File: src/rtl/recur_pkg.sv
package recur_pkg;

  typedef enum logic [1:0] {
    ST_IDLE,
    ST_FAST,
    ST_SLOW_READ,
    ST_SLOW_ADD
  } iterState_t;

  typedef enum logic [1:0] {
    ADDR_SEED,
    ADDR_SUM,
    ADDR_HELD
  } addrSel_t;

  typedef struct packed {
    logic     takeSeed;
    logic     takeSum;
    addrSel_t addrSel;
  } ctrlStrobes_t;

  // Quadratic table content: i*i + 3*i + 1, caller truncates to word width.
  function automatic logic [31:0] quadWord(input logic [31:0] idx);
    return idx * idx + idx * 32'd3 + 32'd1;
  endfunction

endpackage

File: src/rtl/recur_table.sv
module recur_table #(
  parameter int B       = 8,
  parameter int TBL_SEL = 0
) (
  input  logic         clk,
  input  logic         rst,
  input  logic [B-1:0] addr,
  output logic [B-1:0] word
);
  import recur_pkg::*;

  logic [B-1:0] nextWord;

  generate
    if (TBL_SEL == 0) begin : g_quad
      logic [31:0] wide;
      assign wide     = quadWord(32'(addr));
      assign nextWord = wide[B-1:0];
    end else begin : g_inv
      assign nextWord = ~addr;
    end
  endgenerate

  always_ff @(posedge clk) begin
    if (rst) word <= '0;
    else     word <= nextWord;
  end

endmodule

File: src/rtl/recur_datapath.sv
module recur_datapath #(
  parameter int B       = 8,
  parameter int TBL_SEL = 0
) (
  input  logic                    clk,
  input  logic                    rst,
  input  logic [B-1:0]            seed,
  input  recur_pkg::ctrlStrobes_t strobes,
  output logic [B-1:0]            xTerm,
  output logic [B-1:0]            romWord
);
  import recur_pkg::*;

  logic [B-1:0] xReg;
  logic [B-1:0] sumTerm;
  logic [B-1:0] tblAddr;

  assign sumTerm = xReg + romWord;

  always_comb begin
    unique case (strobes.addrSel)
      ADDR_SEED: tblAddr = seed;
      ADDR_SUM:  tblAddr = sumTerm;
      default:   tblAddr = xReg;
    endcase
  end

  recur_table #(.B(B), .TBL_SEL(TBL_SEL)) u_table (
    .clk  (clk),
    .rst  (rst),
    .addr (tblAddr),
    .word (romWord)
  );

  always_ff @(posedge clk) begin
    if (rst)                  xReg <= '0;
    else if (strobes.takeSeed) xReg <= seed;
    else if (strobes.takeSum)  xReg <= sumTerm;
  end

  assign xTerm = xReg;

endmodule

File: src/rtl/recur_ctrl.sv
module recur_ctrl (
  input  logic                    clk,
  input  logic                    rst,
  input  logic                    loadStb,
  input  logic                    slowMode,
  output recur_pkg::ctrlStrobes_t strobes,
  output logic                    resValid
);
  import recur_pkg::*;

  iterState_t state, stateNext;
  logic       stepNow;

  assign stepNow = !loadStb && (state == ST_FAST || state == ST_SLOW_ADD);

  always_comb begin
    stateNext = state;
    if (loadStb) begin
      stateNext = slowMode ? ST_SLOW_READ : ST_FAST;
    end else begin
      unique case (state)
        ST_SLOW_READ: stateNext = ST_SLOW_ADD;
        ST_SLOW_ADD:  stateNext = ST_SLOW_READ;
        default:      stateNext = state;
      endcase
    end
  end

  always_comb begin
    strobes.takeSeed = loadStb;
    strobes.takeSum  = stepNow;
    if (loadStb)                strobes.addrSel = ADDR_SEED;
    else if (state == ST_FAST)  strobes.addrSel = ADDR_SUM;
    else                        strobes.addrSel = ADDR_HELD;
  end

  always_ff @(posedge clk) begin
    if (rst) begin
      state    <= ST_IDLE;
      resValid <= 1'b0;
    end else begin
      state    <= stateNext;
      resValid <= stepNow;
    end
  end

endmodule

File: src/rtl/recur_iter.sv
module recur_iter #(
  parameter int B       = 8,
  parameter int TBL_SEL = 0
) (
  input  logic         clk,
  input  logic         rst,
  input  logic         loadStb,
  input  logic [B-1:0] seed,
  input  logic         slowMode,
  output logic [B-1:0] result,
  output logic         resValid
);
  import recur_pkg::*;

  ctrlStrobes_t strobes;
  logic [B-1:0] romWord;

  recur_ctrl u_ctrl (
    .clk      (clk),
    .rst      (rst),
    .loadStb  (loadStb),
    .slowMode (slowMode),
    .strobes  (strobes),
    .resValid (resValid)
  );

  recur_datapath #(.B(B), .TBL_SEL(TBL_SEL)) u_dp (
    .clk     (clk),
    .rst     (rst),
    .seed    (seed),
    .strobes (strobes),
    .xTerm   (result),
    .romWord (romWord)
  );

endmodule

File: config.mk
export PLATFORM = sky130hd
export DESIGN_NAME = recur_iter
export DESIGN_NICKNAME = d
export VERILOG_FILES = /design/src/rtl/recur_pkg.sv /design/src/rtl/recur_table.sv /design/src/rtl/recur_datapath.sv /design/src/rtl/recur_ctrl.sv /design/src/rtl/recur_iter.sv
export SDC_FILE = /design/constraint.sdc
export NUM_CORES = 1
export LEC_CHECK = 0
export ABC_CLOCK_PERIOD_IN_PS = 6200
export BUFFER_PORTS_ARGS = -buffer_cell sky130_fd_sc_hd__buf_4
export CAP_MARGIN = 25
export CORE_ASPECT_RATIO = 1.1
export CORE_UTILIZATION = 35
export DETAILED_ROUTE_END_ITERATION = 12
export GPL_ROUTABILITY_DRIVEN = 0
export REMOVE_ABC_BUFFERS = 1
export SKIP_CTS_REPAIR_TIMING = 1
export SYNTH_ARGS = -nofsm -noshare
export SYNTH_HDL_FRONTEND = slang
export SYNTH_SLANG_ARGS = --single-unit
File: constraint.sdc
create_clock -name clk -period 6.2 [get_ports clk]
set_input_delay 0.31 -clock clk [delete_from_list [all_inputs] [get_ports clk]]
set_output_delay 0.31 -clock clk [all_outputs]
set_load 0.05 [all_outputs]
# After elaboration in Yosys (flattened, before gate mapping)
# Index checks and enable logic that the tools add are counted.
# totals
ramBits	0
n_memories	0
rom_bits	0
regBits	19
out_inout_bits	9
latchBits	0
# classes
shifts	0
n_reduce_logical	6
n_addsub	3
muxes	8
multipliers	2
n_bitwise	0
div_mod_pow	0
n_eq_ne	4
magnitude_cmp	0
# ops
op	count
8-bit adder	2
8-bit two-way mux	2
8-bit one-hot mux with 2 select lines	1
8-bit by 1-bit adder with 8-bit output, second input constant	1
8-bit by 2-bit multiplier with 8-bit output, second input constant	1
8-bit by 8-bit multiplier with 8-bit output	1
2-bit two-way mux	4
2-bit by 1-bit == test with 1-bit output, second input constant	2
2-bit == test, second input constant	2
2-bit one-hot mux with 2 select lines	1
3-bit nonzero test	1
2-bit logical NOT	1
2-bit nonzero test	1
1-bit logical AND	1
1-bit logical NOT	1
1-bit logical OR	1

# Depth between registers and ports, before layout
# logic_depth
depth_word	8
depth_mapped	23
depth_no_buf	23

# Modules after synthesis
# From an unflattened synthesis, not the netlist that was laid out.
# unflattened
hier_cells	250
area_unflattened_um2	2209.6
# by_module_without_submodules
module	cells_per_inst	seq_area_each_um2	instances	area_each_um2
recur_table	120	160.2	1	1188.6
recur_datapath	114	160.2	1	884.6
recur_ctrl	16	60.1	1	136.4

# Worst setup path before layout
# OpenSTA, ideal clock, no wires.
# synth_timing
path_type	register -> register
from	reg u_dp.xReg[0] (netlist: u_dp.xTerm[0])
to	reg u_dp.u_table.word[7]
synth_period_minus_slack_ps	6054
path_stages_with_launch	21
required_time_ps	6077
setup_ps	123
t_arrival_ps	5931
slack_ps	146
cell_sequence	dfxtp_1 -> ha_1 -> fa_1 -> a211oi_2 -> nor2_1 -> o311a_1 -> nor3_2 -> nand2_1 -> fa_1 -> inv_1 -> fa_1 -> fa_1 -> fa_1 -> inv_1 -> fa_1 -> inv_1 -> ha_1 -> a21oi_1 -> xnor2_1 -> xnor2_1 -> mux2_1
# synth_between
elab_chain_cells	5
word_cells_on_any_way	6
cone_classes	add/sub (3); mul (2); mux (1)
# synth_lines
item	line	rtl
from (decl)	recur_datapath.sv:14	logic [B-1:0] xReg;
from (signal assigned)	recur_datapath.sv:38	else if (strobes.takeSum) xReg <= sumTerm;
8-bit adder	recur_datapath.sv:18	assign sumTerm = xReg + romWord;
8-bit one-hot mux with 2 select lines (*)	recur_datapath.sv:21	unique case (strobes.addrSel)
8-bit by 8-bit multiplier with 8-bit output / 8-bit by 2-bit multiplier with 8-bit output (equally long branches)	recur_pkg.sv:24	return idx * idx + idx * 32'd3 + 32'd1;
8-bit adder (*)	recur_pkg.sv:24	
8-bit by 1-bit adder with 8-bit output (*)	recur_pkg.sv:24	
to (signal assigned)	recur_table.sv:26	else word <= nextWord;
to (decl)	recur_table.sv:8	output logic [B-1:0] word
# Mark *: on every way between the ends. The rest lies on a longest branch, timed or not.
# A chain may end at the register's enable or synchronous reset.

# Worst setup path after layout
# layout_timing
from	reg u_dp.xReg[2] (netlist: u_dp.xTerm[2])
to	reg u_dp.u_table.word[7]
# Same word-level chain as after synthesis.

==> summary.md <==
| Metric | Value |
|---|---|
| CP delay by family, top | adder cells |
| HPWL after DPL | 3780 um |
| PnR Total Power | 1.02 mW |
| Fin util | 0.427 |
| Clock transition at path regs | 80 ps |
| Final ANT Viol Nets | 0 |
| Setup Viol. Count Final | 0 |
| CTS H-tree lvls | 1 |
| GRT overflow | 0 |
| Sink Count | 19 |
| Diodes inserted | 0 |
| CP peak stage delay | 560 ps |
| Number of flops mapped to enable cells by yosys | 0 |
| Crit share post-route | 0.951 |
| Post-Syn Area | approximately 2100 um2 |
| Fmax | approximately 170 MHz |
| Syn Inst Count | around 250 |
| Net switching power | roughly 0.46 mW |
| CTS tree | yes |
| DRT Wirelength | 4600 um |
| Final setup TNS | 0 ps |
| Core box area | approximately 5800 um2 |
| Worst Path Arrival | 6050 ps |
| Count of different cell masters after synthesis | 39 |
| Register area share after synthesis | 0.178 |
| Int Power | 0.559 mW |
| I/O pins | 21 |
| Ys Warns | 0 |
| Crit path buf inv count | 3 |
| Die Span X | 76.5 um |
| Top-area cell type share of the netlist area | 0.178 |
| Peak VDD IR | 0.161 mV |
| Post-synth top area cell | dfxtp_1 |
| 1st-iter DRT viols | 70 |
| Hold WC Path Type | input pin to flop |
| Number of global-route vias before repair | 1751 |
| Num CTS Buffers | 3 |
| Drt drc | 0 |
| Clock root cell | clkbuf_8 |
| Crit path kind | flop to flop |
| Synth area leaders | dfxtp_1, fa_1, ha_1 |
| Layout cell share with drive strength beyond 1 | 0.169 |
| Most frequent cells after synthesis | inv_1, ha_1, nor2_1, dfxtp_1, fa_1 |
| Skew-Pair Late Insertion Delay | 260 ps |
| Clk buf depth | 2 |
| Starting Density | 0.366 |
| Synth-to-Final Area Change | 16.7% |
| Final Critical Period | 5900 ps |
| Async set-reset flop share out of synthesis | 0 |
| First-pass GRT wire length | 7940 um |
| Worst-path fanout max | 6 |
| Status | complete, no violations |
| Initial antenna violation count | 0 |
| Syn avg cell area | between 8 and 9 um2 |
| Yosys reg bits | 19 |
| Top FF cell, synth | dfxtp_1 |
| WL/cell | roughly 13 um |
| Worst-path cell chain | ha_1, o211ai_1, o21ai_0, xnor2_1, o211ai_1, nor2b_2, buf_4, and2_1, ha_1, inv_1, fa_1, fa_1, inv_1, fa_1, fa_1, ha_1, o21ai_1, o21bai_1, a21oi_1, xnor2_1, xnor2_1, mux2_1 |
| Most frequent cell after synthesis | inv_1 |
| Filler instances | 582 |
| Largest net degree at the start of global routing | 18 |
| DRT Pass-1 Iters | 4 |
| Leak pwr | between 1 and 1.5 nW |
| CP dominant cell by count | fa_1 |
| Switching portion of total power | 0.450 |
| Clock Skew | roughly 5.4 ps |
| Maxcap violations | 0 |
| Die H | roughly 84 um |
| PD cells | 407 nW/um2 |
| I/O Buffers | 20 |
| Via count | 1718 |
| Seq pwr share | 0.158 |
| Final #Nets | 330 |
| Final Hold Viols | 0 |
| Row Count | 29 |
| Logic pwr share | 0.754 |
| Vias per cell | 4.92 |
| Relative slew slack | 0.675 |
| Slew Viols, Final | 0 |
| Crit. End Element | flop |
| Total GRT Usage | 0.156 |
| Worst Setup Start Kind | flop |
| Crit-path slowest cell | fa_1 |
| Die area | ~6400 um2 |
| Clk pwr share | 0.088 |
| Critical Path RT | 6360 ps |
| Worst Tran Pin Value | 487 ps |
==> final cells by class <==
| type | instances | area [um2] | share of cell area |
|---|---|---|---|
| multi-input cells | 186 | 1620 | 0.649 |
| repair buffers | 31 | 233 | 0.0933 |
| clock buffers | 4 | 45.0 | 0.0181 |
| flip-flops and latches | 19 | 380 | 0.152 |
| well taps | 77 | 96.3 | 0.0386 |
| inverters | 32 | 120 | 0.0481 |
==> metal layers <==
layer | up-vias | wire length [um] | GRT usage
li1 | 878 | - | -
met3 | 7 | 149 | 0.0142
met4 | 0 | 65 | 0.0472
met1 | 793 | 2090 | 0.185
met2 | 40 | 2300 | 0.293
met5 | - | 0 | 0
==> metrics by stage <==
stage | instances | cell area (um2) | hold WS, ps | setup WS, ps
after detailed placement | 344 | 2420 | 522 | 54.0
final | 349 | 2490 | 250 | 302
after global routing | 349 | 2490 | 249 | -37.7
after global placement | 344 | 2420 | 514 | 111
after floorplan | 237 | 2100 | 379 | 146
after CTS | 348 | 2460 | 249 | 36.8
==> kinds of logic (layout without fill, tap and decap cells) <==
group                    count (synthesis)  in the layout  share of synthesized area
AO/OA/AOI/OAI                           53             53                      0.170
adder cells (fa/ha/maj)                 45             45                      0.327
flip-flops                              19             19                      0.178
XOR/XNOR                                18             18                     0.0738
buffers and inverters                   40             67                     0.0749
AND/OR/NAND/NOR                         62             62                      0.138
multiplexers                             8              8                     0.0381
==> flip-flops by register name, indices dropped and copies added (netlist names) <==
name               count
u_ctrl.resValid        1
u_ctrl.state           2
u_dp.u_table.word      8
u_dp.xTerm             8
==> path summary, 6_finish.rpt <==
check             startpoint              endpoint  slack, ps  cells after the start
max reg2reg    u_dp.xTerm[2]  u_dp.u_table.word[7]        300                     22
min                 slowMode       u_ctrl.state[0]        250                      2
max            u_dp.xTerm[2]  u_dp.u_table.word[7]        300                     22
min reg2reg  u_ctrl.state[1]       u_ctrl.state[1]        570                      2
==> worst reg2reg max path: stages, from the launching register on <==
cell,delay (ps)
dfxtp_1,350
ha_1,400
o211ai_1,290
o21ai_0,180
xnor2_1,230
o211ai_1,110
nor2b_2,190
buf_4,150
and2_1,170
ha_1,300
inv_1,60
fa_1,430
fa_1,560
inv_1,60
fa_1,560
fa_1,420
ha_1,340
o21ai_1,110
o21bai_1,90
a21oi_1,180
xnor2_1,150
xnor2_1,150
mux2_1,330
==> cell usage in the layout, fill, tap and decap left out, types with 2 or more instances in the layout <==
master    synthesis  routed
a211oi_1         11       9
a211oi_2          1       3
a21o_1            4       4
a21oi_1          17      16
and2_1            3       3
and3_1            4       4
buf_4             0      31
clkbuf_8          0       3
dfxtp_1          19      19
fa_1             18      17
ha_1             27      27
inv_1            31      31
mux2i_1           7       7
nand2_1           9       8
nand2b_1          2       2
nor2_1           27      26
nor2b_1           8       7
nor3_1            4       4
o211ai_1          5       5
o21ai_0           5       4
o21bai_1          2       2
or2_2             2       2
xnor2_1          14      14
xor2_1            4       4
==> power groups by stage <==
stage,combinational (mW),clock [mW],sequential (mW)
2_1_floorplan,0.599,0,0.180
3_3_place_gp,0.738,0,0.163
3_5_place_dp,0.762,0,0.163
4_1_cts,0.765,0.0916,0.160
5_1_grt,0.890,0.0967,0.163
6_report,0.766,0.0898,0.161
Power figures use the tool's default switching activity.
